$ cat src/rtl/hostmbox_pkg.sv
package hostmbox_pkg;
   typedef enum logic [2:0] {
      SEL_NONE,
      SEL_OUTBOX,
      SEL_INBOX,
      SEL_IPI_SEND,
      SEL_IPI_CLR
   } reg_sel_e;

   localparam int unsigned NUM_REGS = 4;
endpackage

$ cat src/rtl/hostmbox_decode.sv
module hostmbox_decode
   import hostmbox_pkg::*;
#(
   parameter int unsigned       ADDR_W        = 12,
   parameter logic [ADDR_W-1:0] ADDR_OUTBOX   = 12'h7C0,
   parameter logic [ADDR_W-1:0] ADDR_INBOX    = 12'h7C1,
   parameter logic [ADDR_W-1:0] ADDR_IPI_SEND = 12'h7C2,
   parameter logic [ADDR_W-1:0] ADDR_IPI_CLR  = 12'h7C3
) (
   input  logic [ADDR_W-1:0] addr,
   output reg_sel_e          sel,
   output logic              hit
);
   localparam logic [ADDR_W-1:0] MAP [NUM_REGS] =
      '{ADDR_OUTBOX, ADDR_INBOX, ADDR_IPI_SEND, ADDR_IPI_CLR};

   logic [NUM_REGS-1:0] match;

   for (genvar i = 0; i < NUM_REGS; i++) begin : g_cmp
      assign match[i] = (addr == MAP[i]);
   end

   for (genvar i = 0; i < NUM_REGS; i++) begin : g_uniq
      for (genvar j = i + 1; j < NUM_REGS; j++) begin : g_pair
         if (MAP[i] == MAP[j]) begin : g_dup
            $error("hostmbox_decode: register addresses must be distinct");
         end
      end
   end

   assign hit = |match;

   always_comb begin
      case (match)
         4'b0001: sel = SEL_OUTBOX;
         4'b0010: sel = SEL_INBOX;
         4'b0100: sel = SEL_IPI_SEND;
         4'b1000: sel = SEL_IPI_CLR;
         default: sel = SEL_NONE;
      endcase
   end
endmodule

$ cat src/rtl/hostmbox_outbox.sv
module hostmbox_outbox #(
   parameter int unsigned DATA_W = 64
) (
   input  logic              clk,
   input  logic              rst_n,
   input  logic              core_wr,
   input  logic [DATA_W-1:0] core_wdata,
   input  logic              host_clr,
   output logic [DATA_W-1:0] value
);
   logic empty;
   assign empty = (value == '0);

   always_ff @(posedge clk or negedge rst_n) begin
      if (!rst_n) begin
         value <= '0;
      end else if (host_clr) begin
         value <= '0;
      end else if (core_wr && empty) begin
         value <= core_wdata;
      end
   end
endmodule

$ cat src/rtl/hostmbox_inbox.sv
module hostmbox_inbox #(
   parameter int unsigned DATA_W    = 64,
   parameter bit          HOST_WINS = 1'b1
) (
   input  logic              clk,
   input  logic              rst_n,
   input  logic              core_wr,
   input  logic [DATA_W-1:0] core_wdata,
   input  logic              host_wr,
   input  logic [DATA_W-1:0] host_wdata,
   output logic [DATA_W-1:0] value,
   output logic              pend
);
   logic              take_host;
   logic              do_wr;
   logic [DATA_W-1:0] nxt;

   if (HOST_WINS) begin : g_host_first
      assign take_host = host_wr;
   end else begin : g_core_first
      assign take_host = host_wr && !core_wr;
   end

   assign do_wr = host_wr || core_wr;
   assign nxt   = take_host ? host_wdata : core_wdata;

   always_ff @(posedge clk or negedge rst_n) begin
      if (!rst_n) begin
         value <= '0;
         pend  <= 1'b0;
      end else if (do_wr) begin
         value <= nxt;
         pend  <= |nxt;
      end
   end
endmodule

$ cat src/rtl/hostmbox_ipi.sv
module hostmbox_ipi #(
   parameter int unsigned TGT_W = 10
) (
   input  logic             clk,
   input  logic             rst_n,
   input  logic             clr_wr,
   input  logic             clr_bit,
   input  logic             send_wr,
   input  logic [TGT_W-1:0] send_tgt,
   output logic             pend,
   output logic             req_valid,
   output logic [TGT_W-1:0] req_tgt
);
   always_ff @(posedge clk or negedge rst_n) begin
      if (!rst_n) begin
         pend      <= 1'b0;
         req_valid <= 1'b0;
         req_tgt   <= '0;
      end else begin
         req_valid <= send_wr;
         if (clr_wr)  pend    <= clr_bit;
         if (send_wr) req_tgt <= send_tgt;
      end
   end
endmodule

$ cat src/rtl/hostmbox_regs.sv
module hostmbox_regs
   import hostmbox_pkg::*;
#(
   parameter int unsigned       DATA_W        = 64,
   parameter int unsigned       ADDR_W        = 12,
   parameter int unsigned       TGT_W         = 10,
   parameter bit                HOST_WINS     = 1'b1,
   parameter logic [ADDR_W-1:0] ADDR_OUTBOX   = 12'h7C0,
   parameter logic [ADDR_W-1:0] ADDR_INBOX    = 12'h7C1,
   parameter logic [ADDR_W-1:0] ADDR_IPI_SEND = 12'h7C2,
   parameter logic [ADDR_W-1:0] ADDR_IPI_CLR  = 12'h7C3
) (
   input  logic              clk,
   input  logic              rst_n,
   input  logic [ADDR_W-1:0] csr_addr,
   input  logic              csr_we,
   input  logic [DATA_W-1:0] csr_wdata,
   output logic [DATA_W-1:0] csr_rdata,
   output logic              csr_hit,
   input  logic              host_out_clr,
   output logic [DATA_W-1:0] host_out_data,
   input  logic              host_in_we,
   input  logic [DATA_W-1:0] host_in_data,
   output logic              irq_host_pend,
   output logic              irq_ipi_pend,
   output logic              ipi_req_valid,
   output logic [TGT_W-1:0]  ipi_req_target
);
   if (TGT_W < 1 || TGT_W > DATA_W) begin : g_bad_tgt
      $error("hostmbox_regs: TGT_W must lie in 1..DATA_W");
   end
   if (DATA_W < 2) begin : g_bad_data
      $error("hostmbox_regs: DATA_W must be at least 2");
   end

   reg_sel_e          sel;
   logic [DATA_W-1:0] outbox_val;
   logic [DATA_W-1:0] inbox_val;
   logic              wr_outbox, wr_inbox, wr_send, wr_clr;

   hostmbox_decode #(
      .ADDR_W       (ADDR_W),
      .ADDR_OUTBOX  (ADDR_OUTBOX),
      .ADDR_INBOX   (ADDR_INBOX),
      .ADDR_IPI_SEND(ADDR_IPI_SEND),
      .ADDR_IPI_CLR (ADDR_IPI_CLR)
   ) u_dec (
      .addr(csr_addr),
      .sel (sel),
      .hit (csr_hit)
   );

   assign wr_outbox = csr_we && (sel == SEL_OUTBOX);
   assign wr_inbox  = csr_we && (sel == SEL_INBOX);
   assign wr_send   = csr_we && (sel == SEL_IPI_SEND);
   assign wr_clr    = csr_we && (sel == SEL_IPI_CLR);

   hostmbox_outbox #(.DATA_W(DATA_W)) u_out (
      .clk       (clk),
      .rst_n     (rst_n),
      .core_wr   (wr_outbox),
      .core_wdata(csr_wdata),
      .host_clr  (host_out_clr),
      .value     (outbox_val)
   );

   hostmbox_inbox #(.DATA_W(DATA_W), .HOST_WINS(HOST_WINS)) u_in (
      .clk       (clk),
      .rst_n     (rst_n),
      .core_wr   (wr_inbox),
      .core_wdata(csr_wdata),
      .host_wr   (host_in_we),
      .host_wdata(host_in_data),
      .value     (inbox_val),
      .pend      (irq_host_pend)
   );

   hostmbox_ipi #(.TGT_W(TGT_W)) u_ipi (
      .clk      (clk),
      .rst_n    (rst_n),
      .clr_wr   (wr_clr),
      .clr_bit  (csr_wdata[0]),
      .send_wr  (wr_send),
      .send_tgt (csr_wdata[TGT_W-1:0]),
      .pend     (irq_ipi_pend),
      .req_valid(ipi_req_valid),
      .req_tgt  (ipi_req_target)
   );

   assign host_out_data = outbox_val;

   always_comb begin
      case (sel)
         SEL_OUTBOX: csr_rdata = outbox_val;
         SEL_INBOX:  csr_rdata = inbox_val;
         default:    csr_rdata = '0;
      endcase
   end
endmodule

$ cat config.mk
export PLATFORM = sky130hd
export DESIGN_NAME = hostmbox_regs
export DESIGN_NICKNAME = d
export VERILOG_FILES = /design/src/rtl/hostmbox_pkg.sv /design/src/rtl/hostmbox_decode.sv /design/src/rtl/hostmbox_outbox.sv /design/src/rtl/hostmbox_inbox.sv /design/src/rtl/hostmbox_ipi.sv /design/src/rtl/hostmbox_regs.sv
export SDC_FILE = /design/constraint.sdc
export NUM_CORES = 1
export LEC_CHECK = 0
export BUFFER_PORTS_ARGS = -buffer_cell sky130_fd_sc_hd__buf_2
export CORE_ASPECT_RATIO = 0.6
export CORE_MARGIN = 2
export CORE_UTILIZATION = 45
export DETAILED_ROUTE_END_ITERATION = 6
export GPL_ROUTABILITY_DRIVEN = 0
export GPL_TIMING_DRIVEN = 0
export PLACE_DENSITY_LB_ADDON = 0.1
export SETUP_SLACK_MARGIN = 0.5
export SYNTH_ARGS = -nofsm -noshare
export SYNTH_HDL_FRONTEND = slang
export SYNTH_SLANG_ARGS = --single-unit
$ cat constraint.sdc
create_clock -name clk -period 3.1 [get_ports clk]
set_clock_uncertainty 0.15 [all_clocks]
set_input_delay 0.62 -clock clk [delete_from_list [all_inputs] [get_ports clk]]
set_output_delay 0.62 -clock clk [all_outputs]
set_load 0.05 [all_outputs]
==> results of run 1 <==
## metal layers
metal	wire length, um	track usage	vias up
met3	3640	0.108	44
li1	-	-	2980
met2	12100	0.489	482
met4	532	0.104	0
met5	0	0	-
met1	12000	0.525	3476
## sequential cells by signal (all words and copies together) (netlist names)
name	flops
u_ipi.pend	1
u_out.value	64
u_in.pend	1
u_ipi.req_valid	1
u_ipi.req_tgt	10
u_in.value	64
## per-stage QoR
step	TNS (ns)	hold WS (ns)	worst slack, ns	std cells
after floorplan	-16.58	0.174	-0.311	606
after global placement	-116.73	0.313	-0.710	1089
after detailed placement	-21.80	0.321	-0.445	1090
after CTS	-2.35	0.295	-0.0745	1125
after global routing	-7.00	0.298	-0.162	1126
final	-2.70	0.296	-0.0842	1127
## what timing repair did
action / 4_1_cts / 5_1_grt
setup endpoints to repair: 65 / 149
gates resized for setup: 173 / 17
hold buffers: 1 / 0
pin swaps: 2 / 1
setup buffers: 2 / 1
endpoints found under the hold margin: 23 / 0
## area by class of cell
| cell class | instances | area [um^2] |
|---|---|---|
| clock inverters | 12 | 115 |
| well taps | 198 | 248 |
| clock buffers | 20 | 447 |
| inverters | 1 | 3.75 |
| plain buffers | 50 | 414 |
| multi-input cells | 414 | 3270 |
| diodes | 1 | 2.50 |
| repair buffers | 290 | 1980 |
| fillers | 1142 | 4580 |
| flip-flops and latches | 141 | 3530 |
## kinds of logic after synthesis
family          count (synthesis)  share of synthesized area
flops                         141                      0.523
simple gates                  146                      0.113
mux                            75                      0.113
buf+inv                        51                     0.0356
compound gates                193                      0.215
## worst max-delay path by stage
stage / to / start
final: csr_rdata[30] / csr_addr[3]
after global routing: csr_rdata[30] / csr_addr[3]
after CTS: csr_rdata[30] / csr_addr[3]
after detailed placement: csr_rdata[31] / csr_addr[3]
after global placement: u_in.value[52] / rst_n
after floorplan: csr_rdata[0] / csr_addr[3]
## cell usage in the layout (no fill, tap or decap), types with 2 or more instances in the layout
cell | Yosys | final
nor3_1 | 5 | 5
inv_6 | 0 | 2
nand3_1 | 4 | 4
nor4_2 | 0 | 2
o21ai_0 | 64 | 64
buf_12 | 0 | 5
buf_8 | 0 | 26
or4_1 | 3 | 3
clkinvlp_4 | 0 | 6
dfrtp_1 | 141 | 141
buf_4 | 7 | 3
mux2i_1 | 64 | 64
clkbuf_1 | 24 | 26
nor4b_1 | 2 | 2
a22o_2 | 0 | 44
nand4_1 | 11 | 11
nand2_1 | 66 | 66
mux2_2 | 11 | 2
buf_2 | 18 | 222
clkinv_4 | 0 | 2
clkbuf_16 | 0 | 17
a22o_1 | 128 | 64
a22o_4 | 0 | 20
mux2_4 | 0 | 9
nor4_1 | 45 | 43
buf_6 | 0 | 57
## power by group through the flow
stage,logic [uW],registers [uW],clock network [uW]
after floorplan,168,2000,0
after CTS,425,1980,1970
final,433,1990,1980
after global routing,470,2000,2050
after global placement,403,2010,0
after detailed placement,420,2020,0
==> results, run 1 <==
- The analysis attributes to cell leakage a power of 0.00508 uW.
- After synthesis, the netlist uses 27 different library cells.
- The CTS clock-pin slew for the worst setup and hold paths is 0.07 ns.
- The pin slew with the least headroom to its limit is 0.902 ns.
- The final cell utilization of the core is 0.686.
- During I/O placement, the number of pins put on the boundary was 287.
- The worst setup path is captured at a primary output.
- For this design the total switching power over the nets is 1180 uW.
- The synthesized netlist occupies a cell area of 0.00675 mm^2.
- The required time of the critical path is 2.33 ns.
- The path type of the worst setup path is in -> out.
- The largest net degree at the start of global routing is 97.
- The beginning of the worst hold path is csr_wdata[48].
- The first TritonRoute pass finished after 5 iterations.
- In this run the vertical extent of the chip is 98.9 um.
- The flow ran to the end, but the final reports show violations.
- On the worst path, the slowest cell contributes a delay of 0.54 ns.
- The end of the worst register-to-register path is u_out.value[2].
- Of the cells placed in the final design, the portion with a size suffix greater than 1 is 0.459.
- Yosys attributes the largest share of cell area to dfrtp_1 52%, a22o_1 17%, mux2i_1 9.5%.
- The number of antenna violations at the first check in global routing is 1.
- Setup repair after global routing could not meet its margin everywhere.
- The worst setup path is launched from an input port.
- The worst register-to-register path begins at u_out.value[60].
- The area of the placeable core is 0.0146 mm^2.
- The share of total power dissipated in combinational logic is 0.098.
- For this design, the slowest cell found on the critical path is or4_4.
- The wire length reported by the detailed router is 28.3 mm.
- The worst pin sits at a relative slew slack of 0.398.
- The number of cell instances on the worst register-to-register path is 7.
- The cell family contributing the most delay on the critical path is simple AND/OR/NAND/NOR gates.
- Of the synthesized area, sequential elements account for 0.523.
- The critical path crosses 8 cells after its start point.
- Summing internal, switching and leakage power gives 4400 uW.
- The share of total power in sequential cells is 0.452.
- The full die area is 0.0160 mm^2.
- The checks that failed: setup timing.
- The number of nets still failing antenna checks after routing is 0.
- The initial core utilization is 0.463.
- The first global-routing pass estimated 41.9 mm of wire.
- The maximum clock rate is 0.314 GHz.
- The via count of the first global-routing pass is 6798.
- The total number of yosys warnings is 0.
- The total clock buffers created by CTS is 17.
- Synthesis inferred 141 register bits.
- Once routing completed, OpenROAD measured the worst setup slack at -0.0842 ns.
- The maximum resistive drop on vdd is 0.332 mV.
- The top fanout value on the critical path is 10.
- The final period utilization is 1.03.
- The number of hold violations in the final report is 0.
- The count of flip-flops with a built-in enable after synthesis is 0.
- Together, buffers and inverters on the worst path number 4.
- The post-place instance area is 0.00874 mm^2.
- Counting every net in the synthesized netlist gives 751.
- The final routed DRC violation total is 0.
- For this block, the via count after detailed routing is 6982.
- The relative area change from synthesis to final layout is 48.3%.
- Counting I/O delays and the setup requirement, the final critical path takes 3.18 ns.
- The average size of a mapped cell is 11.1 um^2.
- The fraction of registers with async set/reset is 1.00.
- The power density over the cells is 439 mW/mm^2.
- The fraction of synthesized cell area taken by the top area cell type is 0.523.
- Of all cell types, the one taking the most synthesized area is dfrtp_1.
- The tightest min-delay check is of the in -> reg type.
- The later pin in the worst-skew pair is clocked with a latency of 0.42 ns.
- Across every metal layer, demand over resource in global routing totals 0.351.
- The max-cap check violation count is 0.
- The die boundary width is 162 um.
- The overflow left after global routing is 0.
- The total half-perimeter wirelength after legalization and detailed placement is 21.3 mm.
- The tree built by TritonCTS fans out to 141 sinks.
- The detailed router finished its first iteration with 690 violations.
- The worst-case clock buffer depth is 2.
- The endpoint of the worst hold-timing path is u_out.value[48].
- The number of nets in the layout is 1060.
- At the worst endpoint, the arrival time is 2.41 ns.
- The internal reg-to-reg setup slack is 0.65 ns.
- The most common flop cell mapped by yosys is dfrtp_1.
- The via density per instance is 6.20.
- The most numerous cell type found on the critical path is buf_6.
- The floorplan has 34 rows.
- In the final routed layout, each cell accounts on average for 25.1 um.
- Of the total power, the share spent switching nets is 0.268.
- The design internal power is 3220 uW.
- The most numerous cell in the Yosys netlist is dfrtp_1.
- Counting instances in the post-synthesis netlist gives the leading cell types as 141 x dfrtp_1, 128 x a22o_1, 66 x nand2_1.
- The signal on the critical path passes through buf_6 > or4_4 > nor3_4 > nor3b_4 > buf_6 > buf_8 > a22o_2 > buf_4.
- During placement, the flow inserted port buffers numbering 285.
- After technology mapping, the gate count stands at 606.
- The H-tree was split into 4 levels.
- The relative contribution of the clock network to total power is 0.450.
- The post-route cell area is 0.0100 mm^2.
- The final count of pins violating max slew is 0.
- The buffer cell driving the clock tree root is clkbuf_16.
- The hold path depth is 2.
- The clock tree from TritonCTS is done.
- The total setup violations reported at the end of the flow is 60.
Note: power is estimated with default switching activity, not from simulation.
==> inputs of run 2 (changes only) <==
Settings changed: CORE_UTILIZATION 45 to 44, REMOVE_ABC_BUFFERS set to 1.
Clock period 3.1 ns to 2.9 ns, I/O delays scaled along.
==> results, run 2 (same netlist as run 1, synthesis figures left out) <==
- The total clock buffers created by CTS came to 17 (unchanged).
- The number of antenna violations at the first check in global routing is 1 (unchanged).
- The number of nets still failing antenna checks after routing is 0 (unchanged).
- The final count of pins violating max slew is 0 (unchanged).
- The endpoint of the worst hold-timing path was u_out.value[44] (was u_out.value[48]).
- The maximum clock rate is 0.314 GHz.
- The initial core utilization is 0.445 (was 0.463).
- The path type of the worst setup path is in -> out (unchanged).
- The aggregate global-route resource usage is 0.333 (was 0.351).
- The number of hold violations in the final report was 0 (unchanged).
- The net switching power figure is 1180 uW (about the same).
- The share of total power in sequential cells is 0.427 (was 0.452).
- The relative area change from synthesis to final layout was 49.3% (was 48.3%).
- The relative contribution of the clock network to total power is 0.483 (was 0.450).
- The share of cells above drive strength 1 is 0.417 (was 0.459).
- The post-detailed-route wirelength per cell came to 24.7 um (was 25.1 um).
- The final routed DRC violation total is 0 (unchanged).
- The area of the placeable core is 0.0152 mm^2 (was 0.0146 mm^2).
- The sum of negative setup slack is -14.46 ns (was -2.70 ns).
- The worst hold-check path type is in -> reg (unchanged).
- Violated checks: setup timing (unchanged).
- The via density per instance was 6.02 (was 6.20).
- The site row count came to 35 (was 34).
- The via count of the first global-routing pass is 6713 (was 6798).
- The static leakage is 0.00509 uW (was 0.00508 uW).
- The hold path depth was 2 (unchanged).
- The reg-to-reg startpoint is u_out.value[38] (was u_out.value[60]).
- The final cell utilization of the core is 0.665 (was 0.686).
- The wire length reported by the detailed router was 27.6 mm (was 28.3 mm).
- The first-pass GRT wire length is 40.3 mm (was 41.9 mm).
- The endpoint class of the critical path is a primary output (unchanged).
- The pin slew with the least headroom to its limit is 1.27 ns (was 0.902 ns).
- Leading cell types in the layout, fill and taps excluded: 218 x buf_2, 141 x dfrtp_1, 126 x a22o_1 (was 222 x buf_2, 141 x dfrtp_1, 66 x nand2_1).
- The required time of the critical path is 2.17 ns (was 2.33 ns).
- The data arrival time of the worst path is 2.45 ns (was 2.41 ns).
- The maximum resistive drop on vdd was 0.376 mV (was 0.332 mV).
- The detailed-router iteration count before antenna repair came to 5 (unchanged).
- The sink count of the clock tree was 141 (unchanged).
- The beginning of the worst hold path is csr_wdata[44] (was csr_wdata[48]).
- The headroom to the max-slew limit is 0.151 (was 0.398).
- The total setup violations reported at the end of the flow was 64 (was 60).
- The total half-perimeter wirelength after legalization and detailed placement is 18.2 mm (was 21.3 mm).
- The overflow left after global routing came to 0 (unchanged).
- The most common cell after layout, fill and taps aside is buf_2 (unchanged).
- The final worst setup slack is -0.283 ns (was -0.0842 ns).
- The final period utilization is 1.10.
- The fill cell instance count of the final layout is 1236 (was 1142).
- The number of H-tree levels was 4 (unchanged).
- Registers with the highest flip-flop counts: u_in.value x64, u_out.value x64, u_ipi.req_tgt x10 (unchanged).
- The end of the worst register-to-register path is u_out.value[51] (was u_out.value[2]).
- The post-route cell area was 0.0101 mm^2 (was 0.0100 mm^2).
- The max-cap check violation count came to 0 (unchanged).
- The buffer cell driving the clock tree root is clkbuf_16 (unchanged).
- The number of buffer cells added on primary ports came to 286 (was 285).
- Status: complete, but fails checks (unchanged).
- The full die area is 0.0164 mm^2 (was 0.0160 mm^2).
- The worst-case clock buffer depth came to 2 (unchanged).
- The combinational fraction of design power came to 0.090 (was 0.098).
- The minimum period implied by the final worst setup slack is 3.18 ns.
- The CTS clock-pin slew for the worst setup and hold paths was 0.06 ns (was 0.07 ns).
- RSZ-0062 raised after global routing: yes (unchanged).
- The clock latency on the worst-skew pair came to 0.42 ns (about the same).
- The number of top-level pins is 287 (unchanged).
- The design internal power is 3780 uW (was 3220 uW).
- The die boundary width is 164 um (was 162 um).
- The kind of start point of the critical path was an input port (unchanged).
- The initial detailed-routing violation count is 562 (was 690).
- The power density over the cells is 492 mW/mm^2 (was 439 mW/mm^2).
- The total number of vias is 6721 (was 6982).
- The post-place instance area is 0.00846 mm^2 (was 0.00874 mm^2).
- The switching portion of total power is 0.239 (was 0.268).
- The number of nets in the layout is 1047 (was 1060).
- The hold slack is 0.258 ns (was 0.296 ns).
- The worst setup timing slack at the placement stage is -1.09 ns (was -0.445 ns).
- The top fanout value on the critical path is 20 (was 10).
- The internal reg-to-reg setup slack is 0.32 ns (was 0.65 ns).
- The clock tree from TritonCTS is done (unchanged).
- The number of cell instances on the worst register-to-register path is 7 (unchanged).
- The die height is 99.9 um (was 98.9 um).
- The largest net degree at the start of global routing is 89 (was 97).
[run 2: metrics by stage]
step	std cells	power [uW]
after global routing	1115	5120
final	1117	4960
after CTS	1108	4960
after detailed placement	1055	2590
after floorplan	556	2290
after global placement	1045	2560
[run 2: repair_timing]
| action | in CTS | in global routing |
|---|---|---|
| resized for setup | 147 | 7 |
| setup endpoints to repair | 176 | 190 |
| hold endpoints to repair | 45 | 0 |
| buffers inserted | 14 | 2 |
| hold buffers | 1 | 0 |
| cloned | 9 | 5 |
| pin swaps | 33 | 27 |
[run 2: critical path: stages]
cell and delay [ns]:
buf_6 0.09, or4_4 0.55, nor3_4 0.17, buf_4 0.16, and3b_4 0.29, buf_12 0.20, a22o_1 0.21, buf_6 0.17
[run 2: how the worst max path moves through the flow]
stage | slack (ns) | startpoint | to | depth (start not counted)
2_1_floorplan | -2.69 | csr_addr[3] | u_out.value[0] | 5
3_3_place_gp | -5.35 | host_in_we | u_in.value[45] | 3
3_5_place_dp | -1.09 | csr_addr[3] | u_out.value[42] | 8
4_1_cts | -0.25 | csr_addr[3] | csr_rdata[60] | 9
5_1_grt | -0.34 | csr_addr[3] | csr_rdata[13] | 8
6_report | -0.28 | csr_addr[3] | csr_rdata[61] | 8
[run 2: final cells by class]
| cell class | instances | area [um^2] | area share |
|---|---|---|---|
| inverter | 1 | 3.75 | 0.000372 |
| tap | 203 | 254 | 0.0252 |
| antenna | 2 | 5.00 | 0.000497 |
| clock buffer | 18 | 439 | 0.0436 |
| sequential | 141 | 3530 | 0.350 |
| multi-input combinational | 417 | 3100 | 0.308 |
| clock inverter | 11 | 194 | 0.0192 |
| timing repair buffer | 324 | 2550 | 0.253 |
[run 2: metal layers]
metal	track usage	up-vias	part of all wire	wire length [um]
met3	0.0777	42	0.084	2330
met2	0.518	334	0.45	12500
li1	-	2945	-	-
met4	0.0769	0	0.014	398
met1	0.477	3400	0.45	12400
met5	0	-	0	0
[run 2: power groups by stage]
stage / clock (uW) / combinational [uW] / sequential, uW
after global routing: 2500 / 491 / 2130
final: 2390 / 448 / 2120
after CTS: 2400 / 445 / 2120
after detailed placement: 0 / 438 / 2150
after global placement: 0 / 415 / 2140
after floorplan: 0 / 154 / 2140
==> inputs of run 3 (changes only) <==
Settings changed: ABC_AREA set to 1, CORE_UTILIZATION 44 to 45, SYNTH_HIERARCHICAL set to 1.
==> results, run 3 <==
- Status: complete, but fails checks (unchanged).
- Violated checks: DRC, hold timing (was setup timing).
- RSZ-0062 raised after global routing: yes (unchanged).
- The stage delay of the slowest cell on the critical path is 0.16 ns (was 0.55 ns).
- The initial core utilization is 0.467 (was 0.445).
- The worst setup timing slack at the placement stage is -1.75 ns (was -1.09 ns).
- The total of flip-flops plus latches after synthesis is 141 (unchanged).
- The detailed-router iteration count before antenna repair came to 7 (was 5).
- The total clock buffers created by CTS is 17 (unchanged).
- The maximum resistive drop on vdd is 0.381 mV (was 0.376 mV).
- The pin slew with the least headroom to its limit is 0.812 ns (was 1.27 ns).
- The largest net degree at the start of global routing came to 89 (unchanged).
- The sequential-to-total area share from yosys stat was 0.413 (was 0.523).
- The count of flip-flops with a built-in enable after synthesis is 0 (unchanged).
- Critical path, cell by cell: buf_6 > inv_2 > nand2_2 > nor2_4 > nand2_4 > nor2_4 > buf_4 > buf_6 > buf_12 > clkbuf_16 > nand4_1 > nand2_1 > buf_6 (was buf_6 > or4_4 > nor3_4 > buf_4 > and3b_4 > buf_12 > a22o_1 > buf_6).
- The cell with the most instances on the worst path is buf_6 (unchanged).
- The endpoint class of the critical path is a primary output (unchanged).
- The wire length reported by the detailed router is 42.9 mm (was 27.6 mm).
- The fraction of synthesized cell area taken by the top area cell type came to 0.413 (was 0.523).
- The buffer cell driving the clock tree root was clkbuf_16 (unchanged).
- The cell area after technology mapping is 0.00854 mm^2 (was 0.00675 mm^2).
- The die height is 111 um (was 99.9 um).
- The kind of start point of the critical path is an input port (unchanged).
- The clock latency on the worst-skew pair came to 0.44 ns (was 0.42 ns).
- The full die area is 0.0201 mm^2 (was 0.0164 mm^2).
- The aggregate global-route resource usage is 0.371 (was 0.333).
- The power density over the cells was 371 mW/mm^2 (was 492 mW/mm^2).
- The site row count is 38 (was 35).
- The headroom to the max-slew limit was 0.459 (was 0.151).
- The path type of the worst setup path is in -> out (unchanged).
- The final count of pins violating max slew is 0 (unchanged).
- The die boundary width came to 182 um (was 164 um).
- The worst-case clock buffer depth is 2 (unchanged).
- The first-pass GRT wire length came to 56.2 mm (was 40.3 mm).
- The share of cells above drive strength 1 is 0.356 (was 0.417).
- The fraction of registers with async set/reset is 1.00 (unchanged).
- The initial detailed-routing violation count is 1551 (was 562).
- The post-detailed-route wirelength per cell was 24.9 um (was 24.7 um).
- The worst hold-check path type is in -> async (was in -> reg).
- The number of H-tree levels was 4 (unchanged).
- The via count of the first global-routing pass is 9254 (was 6713).
- The fill cell instance count of the final layout is 1451 (was 1236).
- The critical path's slowest cell is clkbuf_16 (was or4_4).
- The CTS clock-pin slew for the worst setup and hold paths is 0.07 ns (was 0.06 ns).
- The relative area change from synthesis to final layout is 52.2% (was 49.3%).
- The minimum period implied by the final worst setup slack is 2.79 ns (was 3.18 ns).
- The total half-perimeter wirelength after legalization and detailed placement is 19.7 mm (was 18.2 mm).
- The number of buffer cells added on primary ports is 286 (unchanged).
- The max-cap check violation count is 0 (unchanged).
- The number of antenna violations at the first check in global routing was 6 (was 1).
- The final period utilization came to 0.961 (was 1.10).
- Leading cell types in the layout, fill and taps excluded: 395 x nand2_1, 212 x buf_2, 192 x nand4_1 (was 218 x buf_2, 141 x dfrtp_1, 126 x a22o_1).
- The static leakage is 0.00671 uW (was 0.00509 uW).
- The area of the placeable core is 0.0183 mm^2 (was 0.0152 mm^2).
- The post-layout total power is 4820 uW (was 4960 uW).
- The sink count of the clock tree is 141 (unchanged).
- The total number of yosys warnings is 6 (was 0).
- The hold slack is -0.0236 ns (was 0.258 ns).
- Commonest cells post-synth: 408 x nand2_1, 192 x nand4_1, 152 x nor2_1 (was 141 x dfrtp_1, 128 x a22o_1, 66 x nand2_1).
- The cts-stage hold buffer count is 0 (was 1).
- The number of top-level pins came to 287 (unchanged).
- The library cell occupying the most area in the post-synthesis netlist was dfrtp_1 (unchanged).
- The count of non-filler cells in the finished layout is 1723 (was 1117).
- The number of nets still failing antenna checks after routing came to 0 (unchanged).
- The clock tree from TritonCTS is done (unchanged).
- The synthesized instance count is 1156 (was 606).
- Registers with the highest flip-flop counts: u_in/value x64, u_out/value x64, u_ipi/req_tgt x10 (was u_in.value x64, u_out.value x64, u_ipi.req_tgt x10).
- The required time of the critical path is 2.17 ns (about the same).
- The most numerous cell in the Yosys netlist is nand2_1 (was dfrtp_1).
- The maximum clock rate is 0.359 GHz (was 0.314 GHz).
- The average size of a mapped cell is 7.39 um^2 (was 11.1 um^2).
- The most common cell after layout, fill and taps aside is nand2_1 (was buf_2).
- The total placed cells including tap cells is 1589 (was 1055).
- The total setup violations reported at the end of the flow came to 0 (was 64).
- The number of hold violations in the final report came to 3 (was 0).
- The post-place instance area is 0.00975 mm^2 (was 0.00846 mm^2).
- Leading cell types by total area after synthesis: dfrtp_1 41%, nand2_1 18%, nand4_1 14% (was dfrtp_1 52%, a22o_1 17%, mux2i_1 9.5%).
- The post-route cell area is 0.0130 mm^2 (was 0.0101 mm^2).
- The data arrival time of the worst path is 2.06 ns (was 2.45 ns).
- The total number of vias was 10800 (was 6721).
- The most common flop cell mapped by yosys is dfrtp_1 (unchanged).
- The final worst setup slack was 0.113 ns (was -0.283 ns).
- The number of nets in the layout came to 1611 (was 1047).
- The number of different library cells in the post-synthesis netlist came to 19 (was 27).
- The overflow left after global routing was 0 (unchanged).
- The top fanout value on the critical path is 7 (was 20).
- The via density per instance is 6.28 (was 6.02).
- The final routed DRC violation total is 1 (was 0).
[run 3: changes by cell type after synthesis, moves of 128 or more]
cell and change:
nand4_1 +181, nor2_1 +150, nand2_1 +342, a22o_1 -128
[run 3: logic make-up after synthesis]
group	share of synthesized area
simple gates	0.433
flops	0.413
buf+inv	0.107
compound gates	0.0469
[run 3: what timing repair did]
item	4_1_cts	5_1_grt
resized for setup	211	144
hold endpoints to repair	0	0
setup buffers	30	18
endpoints found under the setup margin	204	203
cloned	31	19
pin swaps	29	63
[run 3: worst max-delay path, delay by kind of cell]
kind	cells	cell delay, ns
AND/OR/NAND/NOR	6	0.67
buffers and inverters	7	0.79
[run 3: worst paths after layout]
kind | startpoint | to | slack [ns] | cells past startpoint
hold / removal | rst_n | u_ipi/req_tgt[6] | -0.02 | 1
setup / recovery | csr_addr[4] | csr_rdata[39] | 0.11 | 13
max in group asynchronous | rst_n | u_in/value[55] | 1.78 | 2
min in group clk | csr_wdata[6] | u_ipi/req_tgt[6] | 0.24 | 3
setup reg to reg | u_out/value[13] | u_out/value[49] | 0.38 | 10
hold reg to reg | u_ipi/req_tgt[2] | u_ipi/req_tgt[2] | 0.32 | 2
[run 3: where the power goes]
group	internal (uW)	switching, uW	leakage (uW)
registers	2060	51.6	0.00180
clock network	1130	958	0.000261
logic	219	396	0.00465
[run 3: cell type report]
class	instances	area, um^2	share of cell area
Multi-Input combinational cell	899	4690	0.361
Clock buffer	19	443	0.0341
Timing Repair Buffer	369	3470	0.267
Clock inverter	13	106	0.00818
Inverter	19	158	0.0121
Antenna cell	4	10.0	0.000770
Sequential cell	141	3530	0.271
Timing Repair inverter	19	289	0.0222
Tap cell	240	300	0.0231
[run 3: through the flow]
stage                     setup TNS [ns]  hold slack (ns)   util
after floorplan                  -545.94            0.134      -
after global placement          -1470.77            0.301  0.515
after detailed placement         -222.75            0.302  0.533
after CTS                              0           0.0235  0.655
after global routing                   0           0.0435  0.710
final                                  0          -0.0236  0.710
[run 3: per-layer routing]
layer,GRT usage,routed length [um],up-vias
met4,0.118,1700,2
met5,0,7,-
li1,-,-,4660
met2,0.524,17600,947
met3,0.111,6910,161
met1,0.542,16700,5046
